[config.mk]
export PLATFORM = sky130hd
export DESIGN_NAME = dslot_pc_seq
export DESIGN_NICKNAME = d
export VERILOG_FILES = /design/src/rtl/dslot_pkg.sv /design/src/rtl/dslot_target.sv /design/src/rtl/dslot_decide.sv /design/src/rtl/dslot_pc_seq.sv
export SDC_FILE = /design/constraint.sdc
export NUM_CORES = 1
export LEC_CHECK = 0
export BUFFER_PORTS_ARGS = -buffer_cell sky130_fd_sc_hd__buf_2
export CORE_ASPECT_RATIO = 0.75
export CORE_UTILIZATION = 55
export CTS_CLUSTER_DIAMETER = 80
export CTS_CLUSTER_SIZE = 16
export DETAILED_ROUTE_END_ITERATION = 8
export PLACE_DENSITY = 0.8
export SLEW_MARGIN = 20
export SYNTH_ARGS = -nofsm -noshare
export SYNTH_HDL_FRONTEND = slang
export SYNTH_SLANG_ARGS = --single-unit
[constraint.sdc]
create_clock -name clk -period 3.97 [get_ports clk]
set_input_delay 0.794 -clock clk [delete_from_list [all_inputs] [get_ports clk]]
set_output_delay 0.794 -clock clk [all_outputs]
set_load 0.05 [all_outputs]
[src/rtl/dslot_pkg.sv]
package dslot_pkg;

    localparam int XLEN    = 32;
    localparam int BDISP_W = 22;
    localparam int CDISP_W = 30;
    localparam int KIND_W  = 3;
    localparam int INSN_BYTES = 4;

    typedef enum logic [KIND_W-1:0] {
        CT_NONE  = 3'd0,
        CT_BCOND = 3'd1,
        CT_BALW  = 3'd2,
        CT_BNEV  = 3'd3,
        CT_CALL  = 3'd4
    } ctl_kind_e;

    typedef struct packed {
        logic redirect;
        logic squash_nxt;
        logic link_we;
        logic use_call_disp;
    } seq_dec_t;

    typedef struct packed {
        logic [XLEN-1:0] pc;
        logic [XLEN-1:0] npc;
        logic            squash;
    } seq_state_t;

endpackage

[src/rtl/dslot_target.sv]
module dslot_target
    import dslot_pkg::*;
#(
    parameter int AW  = XLEN,
    parameter int BDW = BDISP_W,
    parameter int CDW = CDISP_W
) (
    input  logic [AW-1:0]  base_i,
    input  logic [CDW-1:0] disp_i,
    input  logic           use_call_i,
    output logic [AW-1:0]  target_o
);
    localparam int BEXT = AW - BDW - 2;
    localparam int CEXT = AW - CDW - 2;

    logic [AW-1:0] boff;
    logic [AW-1:0] coff;

    assign boff = {{BEXT{disp_i[BDW-1]}}, disp_i[BDW-1:0], 2'b00};

    generate
        if (CEXT > 0) begin : g_call_sext
            assign coff = {{CEXT{disp_i[CDW-1]}}, disp_i, 2'b00};
        end else begin : g_call_full
            assign coff = {disp_i[AW-3:0], 2'b00};
        end
    endgenerate

    assign target_o = base_i + (use_call_i ? coff : boff);

endmodule

[src/rtl/dslot_decide.sv]
module dslot_decide
    import dslot_pkg::*;
(
    input  logic [KIND_W-1:0] kind_i,
    input  logic              squashed_i,
    input  logic              cond_i,
    input  logic              annul_i,
    input  logic              stall_i,
    output seq_dec_t          dec_o
);
    ctl_kind_e kind;

    always_comb begin
        kind  = squashed_i ? CT_NONE : ctl_kind_e'(kind_i);
        dec_o = '0;
        case (kind)
            CT_BCOND: begin
                dec_o.redirect   = cond_i;
                dec_o.squash_nxt = annul_i & ~cond_i;
            end
            CT_BALW: begin
                dec_o.redirect   = 1'b1;
                dec_o.squash_nxt = annul_i;
            end
            CT_BNEV: begin
                dec_o.squash_nxt = annul_i;
            end
            CT_CALL: begin
                dec_o.redirect      = 1'b1;
                dec_o.use_call_disp = 1'b1;
                dec_o.link_we       = ~stall_i;
            end
            default: dec_o = '0;
        endcase
    end

endmodule

[src/rtl/dslot_pc_seq.sv]
module dslot_pc_seq
    import dslot_pkg::*;
(
    input  logic               clk,
    input  logic               rst,
    input  logic               stall_i,
    input  logic [KIND_W-1:0]  kind_i,
    input  logic               cond_i,
    input  logic               annul_i,
    input  logic [CDISP_W-1:0] disp_i,
    output logic [XLEN-1:0]    fetch_pc_o,
    output logic               squash_o,
    output logic               link_we_o,
    output logic [XLEN-1:0]    link_addr_o
);
    localparam logic [XLEN-1:0] STEP = XLEN'(INSN_BYTES);

    seq_state_t      st_q;
    seq_dec_t        dec;
    logic [XLEN-1:0] target;

    dslot_decide u_decide (
        .kind_i     (kind_i),
        .squashed_i (st_q.squash),
        .cond_i     (cond_i),
        .annul_i    (annul_i),
        .stall_i    (stall_i),
        .dec_o      (dec)
    );

    dslot_target #(
        .AW  (XLEN),
        .BDW (BDISP_W),
        .CDW (CDISP_W)
    ) u_target (
        .base_i     (st_q.pc),
        .disp_i     (disp_i),
        .use_call_i (dec.use_call_disp),
        .target_o   (target)
    );

    always_ff @(posedge clk) begin
        if (rst) begin
            st_q.pc     <= '0;
            st_q.npc    <= STEP;
            st_q.squash <= 1'b0;
        end else if (!stall_i) begin
            st_q.pc     <= st_q.npc;
            st_q.npc    <= dec.redirect ? target : st_q.npc + STEP;
            st_q.squash <= dec.squash_nxt;
        end
    end

    assign fetch_pc_o  = st_q.pc;
    assign squash_o    = st_q.squash;
    assign link_we_o   = dec.link_we;
    assign link_addr_o = st_q.pc;


    reset_state_chk: assert property (@(posedge clk)
        rst |=> (st_q.pc == '0 && st_q.npc == STEP && !st_q.squash));


    advance_chk: assert property (@(posedge clk) disable iff (rst)
        !stall_i |=> (st_q.pc == $past(st_q.npc)));


    stall_hold_chk: assert property (@(posedge clk) disable iff (rst)
        stall_i |=> ($stable(st_q.pc) && $stable(st_q.npc) && $stable(st_q.squash)));


    squashed_seq_chk: assert property (@(posedge clk) disable iff (rst)
        (st_q.squash && !stall_i) |=> (st_q.npc == $past(st_q.npc) + STEP && !st_q.squash));


    squash_needs_annul_chk: assert property (@(posedge clk) disable iff (rst)
        $rose(st_q.squash) |-> $past(annul_i));


    link_only_call_chk: assert property (@(posedge clk) disable iff (rst)
        link_we_o |-> (kind_i == 3'd4 && !squash_o && !stall_i));


    call_no_squash_chk: assert property (@(posedge clk) disable iff (rst)
        link_we_o |=> !st_q.squash);

endmodule

==> results.yml <==
synth:
  yosys_most_used_dff: "dfxtp_1"
  synth_warnings: 0
  synthesis.area_um2: 5030
  ys_top_cells_by_area: "dfxtp_1, buf_4, ha_1"
  netlist_instances: 650
  synth_top_area_share_pct: 25.9
  synth_top_cell_by_area: "dfxtp_1"
  synth_cell_type_count: 55
  synth_edf_count: 0
  ys_ff_latch: 65
  post_synth.cell_area_avg_um2: 7.74
  post_synthesis_net_count: 720
  synth.yosys.seq_area_share_pct: 25.9
  synth-async-reset-ratio_pct: 0
clock_network:
  clk_root_buffer_cell: "clkbuf_16"
  clockBufferDepth: 2
  htree_num_levels: 3
  clock_sinks: 65
  worst_setup_hold_path_clk_slew_ns: 0.05
  cts_hold_buffers: 0
  post-cts-setup-buffers: 0
  worst_skew_pair.late_latency_ns: 0.34
  post_cts.resized_instances: 0
  cts_made_buffers: 9
  tritoncts: "built"
sta:
  post-route-min-period_ns: 3.15
  hold_violations: 0
  finalSetupTns_ns: 0
  final-setup-viol-count: 0
  hold-worst-slack_ns: 0.458
  slew-limit-headroom_pct: 32.1
  rsz0062_at_grt: "no"
  post-route-period-util_pct: 79.3
  tightestPinTransition_ns: 1.00
  achievable_clock_frequency_mhz: 318
  clock-skew-final_ns: 0.00697
  report.final.slew_viol_count: 0
route:
  route.detailed.drc: 0
  post_dr_wirelength_cell_um: 16.6
  dr_total_vias: 4914
  avgViaCountPerCell: 6.24
  finalWirelength_um: 13100
  first_pass_iters: 6
  detail-route-antenna-nets: 0
  detailedRoute.firstIterationViolations: 359
grt:
  grt_max_degree: 51
  global_route_overflow: 0
  track_usage_pct: 28.0
  grt_pass1_wl_um: 21400
  first_global_vias: 4419
  antenna_violations_before_repair: 0
finish:
  postLayoutCoreUtil_pct: 62.3
  multi_input_comb_area_um2: 3120
  antenna_cells_inserted: 0
  area_growth_syn_to_layout_pct: 7.34
  final-seq-area_um2: 1300
  layout-drive-gt1-share_pct: 19.1
  mostFrequentLayoutCell: "buf_2"
  layout_common_cells: "buf_2, nor2_1, dfxtp_1"
  nNetsFinal: 746
  final_area_um2: 5400
  num-fill-cells: 781
floorplanning:
  chipHeight_um: 84.8
  floorplan.initialDensity_pct: 58.0
  fp.dieW_um: 112
  core.rowCount: 29
  ios: 104
  floorplan.core_area_um2: 8670
  dieArea_um2: 9540
placement:
  placedInstanceArea_um2: 5140
  detailedPlacementHpwl_um: 9500
  place_congestion: 0.881
  place.port_buffers: 103
setup_path:
  r2r_slack_ns: 1.01
  reg_to_reg_critical_path_startpoint: "squash_o"
  crit_path_top_delay_cell: "a31oi_1"
  worstPathBufferInverterCount: 1
  critPathCaptureType: "flop"
  cp_data_arrival_time_ns: 3.37
  count_of_cells_along_the_worst_register_to_register_path: 12
  cpPeakStageDelay_ns: 0.46
  crit_family: "compound AO/OA/AOI/OAI gates"
  setup.worst_path.start_class: "primary input"
  crit_start: "disp_i[0]"
  criticalPathCategory: "in2reg"
  cp_cell_sequence: "buf_2, ha_1, fa_1, a211oi_1, o21ai_0, nand4_1, nand2_1, a31oi_1, o221a_2, nor3_1, a211o_1"
  r2r-end: "st_q[31]"
  worst-path-max-fanout: 4
  cp.required_ns: 4.20
worst_hold_path:
  min_from: "st_q[2]"
  hold_end: "st_q[2]"
  hp-class: "reg2reg"
  holdPathStages: 2
outcome:
  outcome: "finished, final reports clean"
power_and_ir_drop:
  swShare_pct: 32.6
  total_power_mw: 1.89
  power_leakage_nw: 2.57
  power.share.combinational_pct: 23.0
  powerDensity_nw_per_um2: 350
  power.internal_mw: 1.27
  power_switching_mw: 0.615
  ir_worst_vdd_mv: 0.239
  seq_power_share_pct: 38.8
  clockPowerShare_pct: 38.2
job:
  drv_cap: 0
flip-flops by register name (all words and copies together), names as in the netlist:
name / cells
squash_o: 1
st_q: 32
fetch_pc_o: 32
cell families (layout without fill, tap and decap cells):
kind of cell | count (synthesis) | in the layout | share of synthesized area [%]
buf+inv | 99 | 129 | 12.2
xor+xnor | 25 | 25 | 4.35
flops | 65 | 65 | 25.9
mux | 35 | 35 | 6.97
compound gates | 169 | 169 | 20.7
fa+ha+maj | 32 | 32 | 8.11
simple gates | 225 | 225 | 21.8
worst register-to-register path: cells and delay by family, from the launching register on:
kind / cells / cell delay, ns
compound gates: 8 / 1.24
simple gates: 3 / 0.82
fa+ha+maj: 1 / 0.40
flops: 1 / 0.37
metrics by stage:
step / setup slack (ns) / std cells
2_1_floorplan: 0.632 / 650
3_3_place_gp: 0.569 / 773
3_5_place_dp: 0.486 / 773
4_1_cts: 0.841 / 788
5_1_grt: 0.567 / 788
6_report: 0.821 / 788
how the worst max path moves through the flow:
stage | end | depth (start not counted)
2_1_floorplan | st_q[31] | 13
3_3_place_gp | st_q[29] | 11
3_5_place_dp | st_q[31] | 13
4_1_cts | st_q[31] | 13
5_1_grt | st_q[31] | 13
6_report | st_q[29] | 11
power by group through the flow:
stage	clock [mW]	sequential (mW)	combinational, mW
6_report	0.722	0.733	0.434
5_1_grt	0.751	0.737	0.472
4_1_cts	0.724	0.731	0.429
3_5_place_dp	0	0.745	0.425
3_3_place_gp	0	0.742	0.415
2_1_floorplan	0	0.729	0.354
metal layers:
metal | vias to the layer above | global-route usage, % | share of wire [%]
met4 | 0 | 8.85 | 1.7
met1 | 2284 | 39.0 | 45
met5 | - | 0 | 0
met3 | 28 | 5.36 | 9.3
li1 | 2328 | - | -
met2 | 274 | 43.8 | 44
synth_stat cells, types with 4 or more instances:
cell	count
clkbuf_1	23
nand3_1	20
nand4_1	11
o21bai_1	4
nand2_1	48
buf_1	8
xor2_1	11
buf_4	64
a41oi_1	4
xnor2_1	14
nor2b_1	6
mux2i_1	35
a21o_1	19
nor3_1	10
nor2_1	83
and2_1	6
o21a_1	4
a31oi_1	21
o22ai_1	5
o21ai_0	25
nand2b_1	5
ha_1	31
and3_1	12
a21oi_1	63
dfxtp_1	65
inv_1	4
area by class of cell:
type                       instances  area share (%)
tap                              108            2.50
timing repair buffer             110            10.6
multi-input combinational        486            57.8
clock buffer                      15            4.77
sequential                        65            24.1
inverter                           4           0.278
(Power assumes the default switching activity.)
